## src/rtl/lpw_pkg.sv

```systemverilog
package lpw_pkg;

    typedef enum logic [1:0] {
        PS_RUN    = 2'd0,
        PS_STOP   = 2'd1,
        PS_RESUME = 2'd2,
        PS_SETTLE = 2'd3
    } pwr_state_e;

    function automatic int unsigned cnt_width(input int unsigned limit);
        return (limit <= 2) ? 1 : $clog2(limit);
    endfunction

endpackage

```

## src/rtl/lpw_rx_edge.sv

```systemverilog
module lpw_rx_edge #(
    parameter int unsigned SYNC_STAGES = 2
) (
    input  logic clk,
    input  logic rst_n,
    input  logic pin,
    output logic rise,
    output logic fall
);
    localparam int unsigned CHAIN_W = SYNC_STAGES + 1;

    typedef struct packed {
        logic [CHAIN_W-1:0] chain;
    } sync_t;

    sync_t sync_d, sync_q;

    always_comb begin
        sync_d = sync_q;
        sync_d.chain[0] = pin;
        for (int i = 1; i < CHAIN_W; i++) begin
            sync_d.chain[i] = sync_q.chain[i-1];
        end
    end

    always_ff @(posedge clk or negedge rst_n) begin
        if (!rst_n) begin
            sync_q <= '{chain: '1};
        end else begin
            sync_q <= sync_d;
        end
    end

    assign rise =  sync_q.chain[SYNC_STAGES-1] & ~sync_q.chain[SYNC_STAGES];
    assign fall = ~sync_q.chain[SYNC_STAGES-1] &  sync_q.chain[SYNC_STAGES];

endmodule

```

## src/rtl/lpw_pwr_ctrl.sv

```systemverilog
module lpw_pwr_ctrl
    import lpw_pkg::*;
#(
    parameter int unsigned SETTLE_CYC = 256
) (
    input  logic clk,
    input  logic rst_n,
    input  logic halt_req,
    input  logic idle_req,
    input  logic xtal_mode,
    input  logic edge_hit,
    output logic enter_lp,
    output logic stopped,
    output logic wake_pulse,
    output logic run_en
);
    localparam int unsigned CNT_W = cnt_width(SETTLE_CYC);
    localparam logic [CNT_W-1:0] CNT_LOAD = CNT_W'(SETTLE_CYC - 1);

    typedef struct packed {
        pwr_state_e       state;
        logic             from_halt;
        logic [CNT_W-1:0] cnt;
        logic             wake;
    } ctrl_t;

    ctrl_t ctrl_d, ctrl_q;
    logic  enter_d;

    always_comb begin
        ctrl_d      = ctrl_q;
        ctrl_d.wake = 1'b0;
        enter_d     = 1'b0;
        unique case (ctrl_q.state)
            PS_RUN: begin
                if (halt_req || idle_req) begin
                    enter_d          = 1'b1;
                    ctrl_d.state     = PS_STOP;
                    ctrl_d.from_halt = halt_req;
                end
            end
            PS_STOP: begin
                if (edge_hit) begin
                    ctrl_d.wake = 1'b1;
                    if (ctrl_q.from_halt && xtal_mode) begin
                        ctrl_d.state = PS_SETTLE;
                        ctrl_d.cnt   = CNT_LOAD;
                    end else begin
                        ctrl_d.state = PS_RESUME;
                    end
                end
            end
            PS_RESUME: begin
                ctrl_d.state = PS_RUN;
            end
            PS_SETTLE: begin
                if (ctrl_q.cnt == '0) begin
                    ctrl_d.state = PS_RUN;
                end else begin
                    ctrl_d.cnt = ctrl_q.cnt - 1'b1;
                end
            end
            default: ctrl_d.state = PS_RUN;
        endcase
    end

    always_ff @(posedge clk or negedge rst_n) begin
        if (!rst_n) begin
            ctrl_q <= '{state: PS_RUN, from_halt: 1'b0, cnt: '0, wake: 1'b0};
        end else begin
            ctrl_q <= ctrl_d;
        end
    end

    assign enter_lp   = enter_d;
    assign stopped    = (ctrl_q.state == PS_STOP);
    assign wake_pulse = ctrl_q.wake;
    assign run_en     = (ctrl_q.state == PS_RUN);

    // the wake request never lasts more than one cycle
    a_r9_wake_single: assert property (@(posedge clk) disable iff (!rst_n)
        wake_pulse |=> !wake_pulse);

    // a wake pulse only follows a cycle spent stopped
    a_r13_wake_from_stop: assert property (@(posedge clk) disable iff (!rst_n)
        $rose(wake_pulse) |-> $past(ctrl_q.state == PS_STOP));

    // run enable only drops because of a low-power request
    a_r2_run_drops: assert property (@(posedge clk) disable iff (!rst_n)
        $fell(run_en) |-> $past(halt_req || idle_req));

    // fast resume path returns to run one cycle after the pulse
    a_r11_fast_resume: assert property (@(posedge clk) disable iff (!rst_n)
        (wake_pulse && ctrl_q.state == PS_RESUME) |=> run_en);

    // settling path keeps the core held just after the pulse
    a_r10_no_early_run: assert property (@(posedge clk) disable iff (!rst_n)
        (wake_pulse && ctrl_q.state == PS_SETTLE) |=> !run_en);

    // expiry of the settle count releases the core
    a_r10_settle_end: assert property (@(posedge clk) disable iff (!rst_n)
        (ctrl_q.state == PS_SETTLE && ctrl_q.cnt == '0) |=> run_en);

    // requests cannot disturb an unexpired settling window
    a_r12_settle_holds: assert property (@(posedge clk) disable iff (!rst_n)
        (ctrl_q.state == PS_SETTLE && ctrl_q.cnt != '0) |=> (ctrl_q.state == PS_SETTLE));

endmodule

```

## src/rtl/lpw_port_regs.sv

```systemverilog
module lpw_port_regs #(
    parameter int unsigned          CSR_W   = 8,
    parameter int unsigned          DATA_W  = 8,
    parameter logic [CSR_W-1:0]     RO_MASK = 8'hF0
) (
    input  logic              clk,
    input  logic              rst_n,
    input  logic              enter_lp,
    input  logic              csr_we,
    input  logic [CSR_W-1:0]  csr_wdata,
    input  logic [CSR_W-1:0]  hw_ro_set,
    input  logic              tbuf_we,
    input  logic [DATA_W-1:0] tbuf_wdata,
    input  logic              tsft_load,
    output logic [CSR_W-1:0]  csr_val,
    output logic              tx_empty,
    output logic [DATA_W-1:0] tbuf_val,
    output logic [DATA_W-1:0] tsft_val
);
    localparam logic [CSR_W-1:0] RW_MASK = ~RO_MASK;

    typedef struct packed {
        logic [CSR_W-1:0]  csr;
        logic              tbmt;
        logic [DATA_W-1:0] tbuf;
        logic [DATA_W-1:0] tsft;
    } regs_t;

    regs_t regs_d, regs_q;

    always_comb begin
        regs_d = regs_q;
        if (csr_we) begin
            regs_d.csr = (regs_q.csr & RO_MASK) | (csr_wdata & RW_MASK);
        end
        regs_d.csr = regs_d.csr | (hw_ro_set & RO_MASK);
        if (tsft_load) begin
            regs_d.tsft = regs_q.tbuf;
            regs_d.tbmt = 1'b1;
        end
        if (tbuf_we) begin
            regs_d.tbuf = tbuf_wdata;
            regs_d.tbmt = 1'b0;
        end
        if (enter_lp) begin
            regs_d.csr  = regs_d.csr & RW_MASK;
            regs_d.tbmt = 1'b1;
            regs_d.tsft = '1;
        end
    end

    always_ff @(posedge clk or negedge rst_n) begin
        if (!rst_n) begin
            regs_q <= '{csr: '0, tbmt: 1'b1, tbuf: '0, tsft: '1};
        end else begin
            regs_q <= regs_d;
        end
    end

    assign csr_val  = regs_q.csr;
    assign tx_empty = regs_q.tbmt;
    assign tbuf_val = regs_q.tbuf;
    assign tsft_val = regs_q.tsft;

    // read-only status bits are clear right after entry
    a_r3_ro_cleared: assert property (@(posedge clk) disable iff (!rst_n)
        enter_lp |=> ((csr_val & RO_MASK) == '0));

    // writable bits survive entry when nobody writes them
    a_r3_rw_kept: assert property (@(posedge clk) disable iff (!rst_n)
        (enter_lp && !csr_we) |=> ((csr_val & RW_MASK) == $past(csr_val & RW_MASK)));

    // transmit side preset at entry
    a_r4_tx_preset: assert property (@(posedge clk) disable iff (!rst_n)
        enter_lp |=> (tx_empty && tsft_val == '1));

    // transmit buffer untouched by entry
    a_r5_tbuf_kept: assert property (@(posedge clk) disable iff (!rst_n)
        (enter_lp && !tbuf_we) |=> $stable(tbuf_val));

    // software cannot write the read-only bits
    a_r6_ro_write_ignored: assert property (@(posedge clk) disable iff (!rst_n)
        (csr_we && hw_ro_set == '0 && !enter_lp) |=>
            ((csr_val & RO_MASK) == $past(csr_val & RO_MASK)));

endmodule

```

## src/rtl/lp_serial_wake.sv

```systemverilog
module lp_serial_wake
    import lpw_pkg::*;
#(
    parameter int unsigned      CSR_W       = 8,
    parameter int unsigned      DATA_W      = 8,
    parameter int unsigned      WK_W        = 8,
    parameter int unsigned      WAKE_BIT    = 3,
    parameter int unsigned      SYNC_STAGES = 2,
    parameter int unsigned      SETTLE_CYC  = 256,
    parameter logic [CSR_W-1:0] RO_MASK     = 8'hF0
) (
    input  logic              clk,
    input  logic              rst_n,
    input  logic              halt_req,
    input  logic              idle_req,
    input  logic              xtal_mode,
    input  logic              rx_pin,
    input  logic [WK_W-1:0]   wake_en,
    input  logic [WK_W-1:0]   wake_edge,
    input  logic              csr_we,
    input  logic [CSR_W-1:0]  csr_wdata,
    input  logic [CSR_W-1:0]  hw_ro_set,
    input  logic              tbuf_we,
    input  logic [DATA_W-1:0] tbuf_wdata,
    input  logic              tsft_load,
    output logic              wake_pulse,
    output logic              run_en,
    output logic [CSR_W-1:0]  csr_val,
    output logic              tx_empty,
    output logic [DATA_W-1:0] tbuf_val,
    output logic [DATA_W-1:0] tsft_val
);
    logic pin_rise;
    logic pin_fall;
    logic stopped;
    logic enter_lp;
    logic edge_sel;
    logic edge_hit;
    logic unused_wake_bits;

    lpw_rx_edge #(
        .SYNC_STAGES (SYNC_STAGES)
    ) u_rx_edge (
        .clk   (clk),
        .rst_n (rst_n),
        .pin   (rx_pin),
        .rise  (pin_rise),
        .fall  (pin_fall)
    );

    assign edge_sel = wake_edge[WAKE_BIT] ? pin_fall : pin_rise;
    assign edge_hit = stopped && wake_en[WAKE_BIT] && edge_sel;
    assign unused_wake_bits = ^{wake_en, wake_edge};

    lpw_pwr_ctrl #(
        .SETTLE_CYC (SETTLE_CYC)
    ) u_pwr_ctrl (
        .clk        (clk),
        .rst_n      (rst_n),
        .halt_req   (halt_req),
        .idle_req   (idle_req),
        .xtal_mode  (xtal_mode),
        .edge_hit   (edge_hit),
        .enter_lp   (enter_lp),
        .stopped    (stopped),
        .wake_pulse (wake_pulse),
        .run_en     (run_en)
    );

    lpw_port_regs #(
        .CSR_W   (CSR_W),
        .DATA_W  (DATA_W),
        .RO_MASK (RO_MASK)
    ) u_port_regs (
        .clk        (clk),
        .rst_n      (rst_n),
        .enter_lp   (enter_lp),
        .csr_we     (csr_we),
        .csr_wdata  (csr_wdata),
        .hw_ro_set  (hw_ro_set),
        .tbuf_we    (tbuf_we),
        .tbuf_wdata (tbuf_wdata),
        .tsft_load  (tsft_load),
        .csr_val    (csr_val),
        .tx_empty   (tx_empty),
        .tbuf_val   (tbuf_val),
        .tsft_val   (tsft_val)
    );

    // a wake needs the enable bit in the cycle the edge is judged
    a_r7_enable_gate: assert property (@(posedge clk) disable iff (!rst_n)
        $rose(wake_pulse) |-> $past(wake_en[WAKE_BIT]));

    // entering low power and waking never coincide
    a_r13_no_wake_on_entry: assert property (@(posedge clk) disable iff (!rst_n)
        enter_lp |=> !wake_pulse);

endmodule

```

## config.mk

```make
export PLATFORM = sky130hd
export DESIGN_NAME = lp_serial_wake
export DESIGN_NICKNAME = d
export VERILOG_FILES = /design/src/rtl/lpw_pkg.sv /design/src/rtl/lpw_rx_edge.sv /design/src/rtl/lpw_pwr_ctrl.sv /design/src/rtl/lpw_port_regs.sv /design/src/rtl/lp_serial_wake.sv
export SDC_FILE = /design/constraint.sdc
export NUM_CORES = 1
export LEC_CHECK = 0
export ABC_AREA = 1
export BUFFER_PORTS_ARGS = -buffer_cell sky130_fd_sc_hd__buf_2
export CAP_MARGIN = 5
export CORE_UTILIZATION = 35
export DETAILED_ROUTE_END_ITERATION = 8
export PLACE_DENSITY = 0.7
export SKIP_CTS_REPAIR_TIMING = 1
export SLEW_MARGIN = 20
export SYNTH_ARGS = -nofsm -noshare
export SYNTH_HDL_FRONTEND = slang
export SYNTH_SLANG_ARGS = --single-unit
```

## constraint.sdc

```tcl
create_clock -name clk -period 3.3 [get_ports clk]
set_input_delay 0.33 -clock clk [delete_from_list [all_inputs] [get_ports clk]]
set_output_delay 0.33 -clock clk [all_outputs]
set_load 0.1 [all_outputs]
```

==> reports/qor.txt, run 1 <==
largest cells by area after synthesis -> dfrtp_1, dfstp_2, nand2_1, nor2_1, inv_1
clock buffer depth -> 2
via count -> 1,454
All-Layer GR Usage -> 0.155
# diodes -> 0
initial DRC count -> 98
layout cell share with drive strength beyond 1 -> 0.377
Hold WS -> 0.130 ns
largest net degree at the start of global routing -> 41
worst hold-check path type -> in -> reg
vias in the first global route -> 1,458
drt first pass iters -> 4
Setup Viol. Count Final -> 0
final core occ -> 0.468
LEAKAGE -> 1.20 nW
area leader, netlist -> dfrtp_1
Final HPWL DP -> 2.64 mm
Root Driver -> clkbuf_8
FF+latch count, synth -> 40
Max Cap Viol -> 0
WL/cell -> 11.1 um
WP data arrival -> 1.41 ns
fin cells -> 327
fin. max-slew vios -> 0
GR Layer Usage met2 -> 0.259
RePlAce Congestion -> 0.833
setup TNS -> 0 ns
nature of the critical path endpoint -> output port
clock skew -> 0.00202 ns
met3 usage -> 0.0528
Pwr per Cell Area -> 1160 mW/mm^2
sequential share of the synthesized area -> 0.557
Synth top area share -> 0.384
endpoints failing hold -> 0
Synth warnings -> 0
critical path launch point type -> flop
Crit Path Max Fanout -> 3
CTS tree -> yes
die height -> 74.2 um
clock slew at the register clock pins of the worst setup and hold paths -> 0.07 ns
Unique masters post-synth -> 29
core footprint -> 0.00488 sq mm
antenna-violating nets left -> 0
full die area -> 0.00550 sq mm
busiest layer in global routing -> met2
Cells after Synth -> 202
Post-Syn Area -> 0.00182 sq mm
# nets final -> 310
syn nets -> 253
Rows -> 25
outcome -> completed
fin crit share -> 0.528
RSZ-0062 raised after global routing -> no
I/O Buffers -> 53
IO Count -> 76
width of the die -> 74.2 um
routed vias/inst -> 4.45
most common cell after layout, fill and taps aside -> nand2_1
Min Clock Period, post-route -> 1.74 ns
most frequent cells in the layout -> nand2_1, buf_2, dfrtp_1, nor2_1, inv_1
CP Class -> reg -> out
Sink Count -> 40
f_max -> 574 MHz
antenna violations before repair -> 0
Max VDD drop -> 0.624 mV
later-pin clock latency in the skew report -> 0.29 ns
average size of a mapped cell -> 9.03 sq um
Slew @ Worst Pin -> 0.863 ns
met1 Use GR -> 0.186
DR DRC count -> 0
first-pass GRT wire length -> 6.45 mm
CP required -> 2.97 ns
Slew headroom -> 0.425
Congestion Overflow GR -> 0
Routed Wire Length -> 3.62 mm
# H-tree levels -> 2
area grow syn2layout -> 25.2%
TritonCTS buffer count -> 5
Initial Util -> 0.374
Placed Cells -> 319
## registers in the layout, summed over array words and instances (netlist names)
register,cells
u_port_regs.csr_val,8
u_port_regs.tbuf_val,8
u_port_regs.tsft_val,8
u_port_regs.tx_empty,1
u_pwr_ctrl.ctrl_q,11
u_pwr_ctrl.wake_pulse,1
u_rx_edge.sync_q,3
## worst max-delay path, cell delays in order (launching register included)
cell and delay [ns]:
dfrtp_1 0.40, nor2_1 0.24, buf_2 0.48
## metal layers
layer,up-vias,wire (um)
met5,-,0
met3,6,218
li1,745,-
met2,46,1700
met4,0,46
met1,657,1660
## path summary, 6_finish.rpt
kind / startpoint / slack (ns) / endpoint / cells after the start
min in group asynchronous: rst_n / 0.15 / u_pwr_ctrl.wake_pulse / 1
min reg2reg: u_rx_edge.sync_q[0] / 0.36 / u_rx_edge.sync_q[1] / 0
max in group asynchronous: rst_n / 2.62 / u_port_regs.tbuf_val[1] / 1
min: rx_pin / 0.13 / u_rx_edge.sync_q[0] / 1
max reg2reg: u_pwr_ctrl.ctrl_q[1] / 1.85 / u_pwr_ctrl.ctrl_q[8] / 9
max: u_pwr_ctrl.ctrl_q[11] / 1.56 / run_en / 2
## report_power, final
| part | internal [mW] | switching [mW] | leakage [nW] | total, mW |
|---|---|---|---|---|
| registers | 0.682 | 0.111 | 0.466 | 0.793 |
| clock network | 0.267 | 0.168 | 0.0645 | 0.435 |
| logic | 0.272 | 1.15 | 0.671 | 1.43 |
| total | 1.22 | 1.43 | 1.20 | 2.65 |
## cells in the mapped netlist
cell / count
buf_2: 1
o21ai_1: 1
dfstp_2: 12
clkinv_1: 1
o21ai_2: 1
nand3_1: 5
o21ai_0: 6
o21bai_2: 1
nor2_1: 18
nor2_2: 2
dfrtp_1: 28
nand2_1: 73
ha_1: 2
a21boi_2: 2
inv_1: 14
nand4_1: 2
clkbuf_1: 1
a22o_1: 1
a21oi_1: 9
a21oi_2: 1
inv_2: 4
o21ai_4: 1
o21bai_1: 2
nand3_4: 1
buf_4: 1
nand2_2: 4
mux2_2: 4
nor2_4: 3
nand2_4: 1
## logic make-up after synthesis
| logic type | synth area share |
|---|---|
| multiplexers | 0.0247 |
| adder cells (fa/ha/maj) | 0.0137 |
| flip-flops | 0.557 |
| buffers and inverters | 0.0480 |
| AO/OA/AOI/OAI | 0.0940 |
| AND/OR/NAND/NOR | 0.263 |
## per-stage QoR
| stage | worst slack [ns] | instance area, sq um | power (mW) |
|---|---|---|---|
| final | 1.56 | 2280 | 2.65 |
| after global routing | 1.49 | 2280 | 2.81 |
| after floorplan | 0.864 | 1820 | 2.00 |
| after CTS | 1.54 | 2280 | 2.68 |
| after global placement | 1.89 | 2160 | 2.21 |
| after detailed placement | 1.86 | 2160 | 2.23 |
## cell type report
class                      instances  area [sq um]
clock buffer                       7          96.3
clock inverter                     1          30.0
fill                             492          2600
inverter                          19          71.3
multi-input combinational        140           721
sequential                        40          1020
tap                               67          83.8
timing repair buffer              53           265
Note: power is estimated with default switching activity, not from simulation.
==> run 2: changes to the inputs <==
--- a/config.mk
+++ b/config.mk
@@ -10,7 +10,7 @@
 export CAP_MARGIN = 5
 export CORE_UTILIZATION = 35
 export DETAILED_ROUTE_END_ITERATION = 8
-export PLACE_DENSITY = 0.7
+export PLACE_DENSITY = 0.73
 export SKIP_CTS_REPAIR_TIMING = 1
 export SLEW_MARGIN = 20
 export SYNTH_ARGS = -nofsm -noshare
==> constraint.sdc (replaced) <==
create_clock -name clk -period 1.6 [get_ports clk]
set_input_delay 0.16 -clock clk [delete_from_list [all_inputs] [get_ports clk]]
set_output_delay 0.16 -clock clk [all_outputs]
set_load 0.1 [all_outputs]
==> run 2 against run 1 <==
  * Core utilization increased by 0.23 points
  * Via count increased by 3.5%
  * Register-to-register slack got worse by 1.7 ns
  * Clock skew increased by 0.0061 ns
  * Largest power group unchanged
  * Highest routed layer unchanged
==> reports/qor.txt, run 2 (same netlist as run 1, synthesis figures left out) <==
critical path launch point type -> flop
first-pass GRT wire length -> 6.29 mm (-2.6%)
critical path's largest stage delay -> 0.44 ns (-0.04 ns)
TritonCTS buffer count -> 5 (unchanged)
Initial Util -> 0.374 (unchanged)
antenna-violating nets left -> 0 (unchanged)
Placed Cells -> 320 (+0.31%)
IO Count -> 76 (unchanged)
fin cells -> 330 (+0.92%)
WL/cell -> 10.8 um (-2.4%)
layout cell share with drive strength beyond 1 -> 0.373 (-0.00430)
full die area -> 0.00550 sq mm (unchanged)
All-Layer GR Usage -> 0.152 (-0.00323)
LEAKAGE -> 1.20 nW (about the same)
# diodes -> 0 (unchanged)
setup TNS -> 0 ns (unchanged)
M1 WL -> 1.52 mm (-8.4%)
CP max stage cell -> buf_2
worst hold-check path type -> in -> reg
Reg area -> 0.00102 sq mm (unchanged)
Filler cells -> 488 (-0.81%)
Root Driver -> clkbuf_8
routed vias/inst -> 4.56 (+2.6%)
Crit Path Max Fanout -> 3 (unchanged)
Buf/Inv on CP -> 1 (unchanged)
Min Clock Period, post-route -> 1.46 ns
metal2 WL -> 1.78 mm (+4.9%)
clock buffer depth -> 2 (unchanged)
critical path, cell by cell -> nor2_4 > buf_2
Place WS -> 0.164 ns (-1.69 ns)
RSZ-0062 raised after global routing -> no
core footprint -> 0.00488 sq mm (unchanged)
critical path's top delay family -> buffers and inverters
Setup Viol. Count Final -> 0 (unchanged)
most common cell after layout, fill and taps aside -> nand2_1
WP data arrival -> 1.30 ns (-0.11 ns)
area grow syn2layout -> 25.8%
width of the die -> 74.2 um (unchanged)
Pwr per Cell Area -> 2300 mW/mm^2 (+98%)
RePlAce Congestion -> 0.878 (+5.4%)
via count -> 1,505 (+3.5%)
Hold WS -> 0.0718 ns (-0.0585 ns)
Routed Wire Length -> 3.57 mm (-1.5%)
wire length on met3 -> 218 um (unchanged)
outcome -> completed
Final HPWL DP -> 2.68 mm (+1.2%)
drt first pass iters -> 4 (unchanged)
clock skew -> 0.00811 ns (+0.00609 ns)
Slew headroom -> 0.672 (+0.248)
Max VDD drop -> 1.28 mV (+110%)
vias in the first global route -> 1,465 (+0.48%)
Slew @ Worst Pin -> 0.495 ns (-0.368 ns)
fin. max-slew vios -> 0 (unchanged)
die height -> 74.2 um (unchanged)
most flop-heavy register -> u_pwr_ctrl.ctrl_q
area of the multi-input gates -> 728 sq um (+1.0%)
total power draw -> 5.28 mW (+99%)
# H-tree levels -> 2 (unchanged)
CP Class -> reg -> out
initial DRC count -> 100 (+2.0%)
Final Cell Area -> 0.00229 sq mm (+0.49%)
Sink Count -> 40 (unchanged)
Congestion Overflow GR -> 0 (unchanged)
Setup WS post-layout -> 0.142 ns (-1.42 ns)
Rows -> 25 (unchanged)
nature of the critical path endpoint -> output port
top sig layer -> met4
largest net degree at the start of global routing -> 22 (-46%)
DR DRC count -> 0 (unchanged)
I/O Buffers -> 53 (unchanged)
f_max -> 686 MHz
Max Cap Viol -> 0 (unchanged)
dpl cell area -> 0.00218 sq mm (+1.3%)
antenna violations before repair -> 0 (unchanged)
most frequent cells in the layout -> nand2_1, buf_2, dfrtp_1, nor2_1, inv_1
fin crit share -> 0.911
clock slew at the register clock pins of the worst setup and hold paths -> 0.07 ns (about the same)
later-pin clock latency in the skew report -> 0.29 ns (about the same)
CP required -> 1.44 ns (-1.53 ns)
CTS tree -> yes
max reg flops -> 11 (unchanged)
endpoints failing hold -> 0 (unchanged)
# nets final -> 313 (+0.97%)
final core occ -> 0.470 (+0.00231)
-- run 2: area by class of cell --
cell class / count / area share
flip-flops and latches: 40 / 0.443
inverters: 19 / 0.0311
repair buffers: 56 / 0.133
multi-input cells: 140 / 0.317
well taps: 67 / 0.0365
clock buffers: 8 / 0.0393
-- run 2: metal layers --
| layer | global-route usage | vias up |
|---|---|---|
| met5 | 0 | - |
| met4 | 0.0513 | 0 |
| met3 | 0.0501 | 6 |
| met2 | 0.267 | 50 |
| met1 | 0.174 | 697 |
| li1 | - | 752 |
-- run 2: final timing paths --
check / startpoint / end / slack (ns) / cells after the start
min: tbuf_wdata[4] / u_port_regs.tbuf_val[4] / 0.07 / 3
max in group asynchronous: rst_n / u_port_regs.tx_empty / 0.70 / 3
max: u_pwr_ctrl.ctrl_q[11] / run_en / 0.14 / 2
min reg2reg: u_rx_edge.sync_q[0] / u_rx_edge.sync_q[1] / 0.36 / 0
max reg2reg: u_pwr_ctrl.ctrl_q[1] / u_pwr_ctrl.ctrl_q[8] / 0.17 / 9
min in group asynchronous: rst_n / u_pwr_ctrl.ctrl_q[1] / 0.35 / 2
-- run 2: power breakdown --
part | switching (mW) | total, mW | leakage, nW | internal [mW]
clock | 0.333 | 0.684 | 0.0455 | 0.352
combinational | 2.38 | 2.95 | 0.689 | 0.575
sequential | 0.238 | 1.64 | 0.466 | 1.41
-- run 2: worst register-to-register path, cell delays in order (launching register included) --
cell     delay (ns)
dfrtp_1        0.39
inv_1          0.14
ha_1           0.16
nand2_1        0.08
o21ai_4        0.19
nand2_2        0.09
nand2_4        0.13
nand2_2        0.06
nand2_1        0.05
inv_1          0.03
==> run 3: changes to the inputs <==
--- a/config.mk
+++ b/config.mk
@@ -5,12 +5,11 @@
 export SDC_FILE = /design/constraint.sdc
 export NUM_CORES = 1
 export LEC_CHECK = 0
-export ABC_AREA = 1
 export BUFFER_PORTS_ARGS = -buffer_cell sky130_fd_sc_hd__buf_2
 export CAP_MARGIN = 5
 export CORE_UTILIZATION = 35
 export DETAILED_ROUTE_END_ITERATION = 8
-export PLACE_DENSITY = 0.73
+export PLACE_DENSITY = 0.74
 export SKIP_CTS_REPAIR_TIMING = 1
 export SLEW_MARGIN = 20
 export SYNTH_ARGS = -nofsm -noshare
==> run 3 against run 2 <==
  * Sequential cell count did not move
  * Critical path depth is 2 higher
  * First-iteration DRC count decreased by 24%
  * Total power is 13% lower
  * Non-clock buffer count grew 11
  * Synthesized cell count down 34%
  * Maximum frequency fell by 7.4%
==> reports/qor.txt, run 3 <==
antenna-violating nets left -> 0 (unchanged)
fin cells -> 257 (-22%)
die height -> 71.6 um (-3.5%)
area leader, netlist -> dfrtp_1
Hold Startpoint -> hw_ro_set[4]
Hold WS -> 0.0832 ns (+0.0113 ns)
antenna violations before repair -> 0 (unchanged)
Initial Util -> 0.377 (+0.00282)
Sw Ratio -> 0.518 (-0.0398)
Max VDD drop -> 1.46 mV (+14%)
full die area -> 0.00513 sq mm (-6.8%)
top_reg_cell synth -> dfrtp_1
top cells by instance count after synthesis -> dfrtp_1, nand2_1, dfstp_2, mux2_2
total power draw -> 4.60 mW (-13%)
WL/cell -> 13.1 um (+21%)
clock skew -> 0.00709 ns (-0.00102 ns)
average size of a mapped cell -> 12.7 sq um (+40%)
All-Layer GR Usage -> 0.142 (-0.00963)
Max Cap Viol -> 0 (unchanged)
top-count cell post-synth -> dfrtp_1
Synth top area share -> 0.413 (+0.0289)
hold path endpoint -> u_port_regs.csr_val[4]
DR DRC count -> 0 (unchanged)
later-pin clock latency in the skew report -> 0.29 ns (about the same)
Net Sw Power -> 2.39 mW (-19%)
Int Power -> 2.22 mW (-4.9%)
fin. max-slew vios -> 0 (unchanged)
Hold Path Cell Cnt -> 2 (-1)
Crit Path Max Fanout -> 4 (+1)
drt first pass iters -> 4 (unchanged)
EDFF count, synth -> 0 (unchanged)
Placed Cells -> 247 (-23%)
area of the multi-input gates -> 661 sq um (-9.3%)
first-pass GRT wire length -> 5.70 mm (-9.3%)
Root Driver -> clkbuf_8
clock share of power -> 0.140 (+0.010)
# H-tree levels -> 2 (unchanged)
f_max -> 635 MHz (-7.4%)
largest cells by area after synthesis -> dfrtp_1, dfstp_2, mux2_2, mux2i_1, nor3_1
r2r setup slk -> 0.03 ns (-0.14 ns)
Pwr per Cell Area -> 2080 mW/mm^2 (-9.6%)
WP data arrival -> 1.80 ns (+0.50 ns)
RSZ-0062 raised after global routing -> yes
width of the die -> 71.6 um (-3.5%)
outcome -> completed
Filler cells -> 408 (-16%)
Min Clock Period, post-route -> 1.57 ns (+0.116 ns)
area grow syn2layout -> 30.5%
R2R depth -> 4 (-5)
CP required -> 1.83 ns (+0.39 ns)
Comb pwr share -> 0.513 (-0.046)
Synth warnings -> 0 (unchanged)
Reg area -> 0.00102 sq mm (unchanged)
routed vias/inst -> 5.08 (+11%)
Final HPWL DP -> 2.57 mm (-4.1%)
# nets final -> 255 (-19%)
Congestion Overflow GR -> 0 (unchanged)
Slew headroom -> 0.631 (-0.0418)
Unique masters post-synth -> 32 (+10%)
largest net degree at the start of global routing -> 16 (-27%)
max reg flops -> 11 (unchanged)
layout cell share with drive strength beyond 1 -> 0.502 (+0.130)
IO Count -> 76 (unchanged)
sequential share of the synthesized area -> 0.599 (+0.0419)
LEAKAGE -> 1.04 nW (-13%)
RePlAce Congestion -> 0.848 (-3.4%)
vias in the first global route -> 1,265 (-14%)
worst hold-check path type -> in -> reg
Sink Count -> 40 (unchanged)
Cells after Synth -> 134 (-34%)
via count -> 1,305 (-13%)
nature of the critical path endpoint -> flop
most flop-heavy register -> u_pwr_ctrl.ctrl_q
most common cell after layout, fill and taps aside -> buf_2
clock buffer depth -> 2 (unchanged)
endpoints failing hold -> 0 (unchanged)
TritonCTS buffer count -> 5 (unchanged)
FF+latch count, synth -> 40 (unchanged)
core footprint -> 0.00450 sq mm (-7.7%)
sequential fraction of design power -> 0.347 (+0.036)
CTS tree -> yes
fin crit share -> 0.984 (+0.0728)
Routed Wire Length -> 3.37 mm (-5.7%)
most frequent cells in the layout -> buf_2, dfrtp_1, nand2_1
Post-Syn Area -> 0.00170 sq mm (-7.0%)
syn nets -> 185 (-27%)
reg2reg end -> u_pwr_ctrl.ctrl_q[5]
CP Class -> reg -> reg
Rows -> 24 (-4.0%)
critical path launch point type -> flop
Slew @ Worst Pin -> 0.554 ns (+0.0593 ns)
Setup Viol. Count Final -> 0 (unchanged)
Post-synth ARST share -> 1.00 (unchanged)
FF-to-FF Start -> u_rx_edge.sync_q[1]
# diodes -> 0 (unchanged)
I/O Buffers -> 53 (unchanged)
clock slew at the register clock pins of the worst setup and hold paths -> 0.08 ns (about the same)
initial DRC count -> 76 (-24%)
run 3: cell count changes after synthesis, sizes merged, moves of 6 or more:
cell,delta
nand2,-65
inv,-15
o21ai,-7
mux2,+8
nor2,-18
a21oi,-6
mux2i,+10
nor3,+10
run 3: area by class of cell:
type	instances	share of cell area
sequential	40	0.459
multi-input combinational	87	0.298
timing repair buffer	67	0.170
clock buffer	6	0.0328
tap	52	0.0294
clock inverter	2	0.00565
inverter	3	0.00509
run 3: per-stage QoR:
step | setup WS (ns) | util | area [sq um] | setup TNS, ns
3_5_place_dp | -0.0159 | 0.468 | 2110 | -0.0226
6_report | 0.0254 | 0.491 | 2210 | 0
3_3_place_gp | -0.00352 | 0.468 | 2110 | -0.00352
4_1_cts | -0.0336 | 0.486 | 2190 | -0.130
5_1_grt | -0.100 | 0.491 | 2210 | -0.396
2_1_floorplan | 0.00472 | - | 1710 | 0
run 3: critical path, cell delays in order, from the launching register on:
cell and delay [ns]:
dfstp_2 0.53, or3b_4 0.38, a211oi_2 0.22, or2_1 0.23, o211a_1 0.17
run 3: logic make-up (layout without fill, tap and decap cells):
kind of cell,count (synthesis),in the layout,share of synthesized area
AND/OR/NAND/NOR,44,44,0.139
AO/OA/AOI/OAI,19,19,0.0885
flip-flops,40,40,0.599
multiplexers,22,22,0.139
adder cells (fa/ha/maj),2,2,0.0147
buffers and inverters,7,78,0.0199
run 3: power groups by stage:
stage,combinational [mW],sequential (mW),clock [mW]
2_1_floorplan,0.669,2.85,0
3_3_place_gp,2.34,1.61,0
3_5_place_dp,2.38,1.61,0
4_1_cts,2.38,1.60,0.665
5_1_grt,2.47,1.64,0.709
6_report,2.36,1.60,0.644
run 3: how the worst max path moves through the flow:
| stage | to | start |
|---|---|---|
| 6_report | u_pwr_ctrl.ctrl_q[5] | u_rx_edge.sync_q[1] |
| 5_1_grt | u_pwr_ctrl.ctrl_q[8] | u_rx_edge.sync_q[1] |
| 4_1_cts | u_pwr_ctrl.ctrl_q[5] | u_rx_edge.sync_q[1] |
| 3_5_place_dp | u_pwr_ctrl.ctrl_q[5] | u_rx_edge.sync_q[1] |
| 3_3_place_gp | u_pwr_ctrl.ctrl_q[5] | u_rx_edge.sync_q[1] |
| 2_1_floorplan | u_pwr_ctrl.ctrl_q[5] | u_rx_edge.sync_q[1] |
run 3: per-layer routing:
layer	track usage	wire length (um)
met3	0.0408	180
met1	0.192	1630
met4	0.0392	32
met2	0.225	1530
met5	0	0
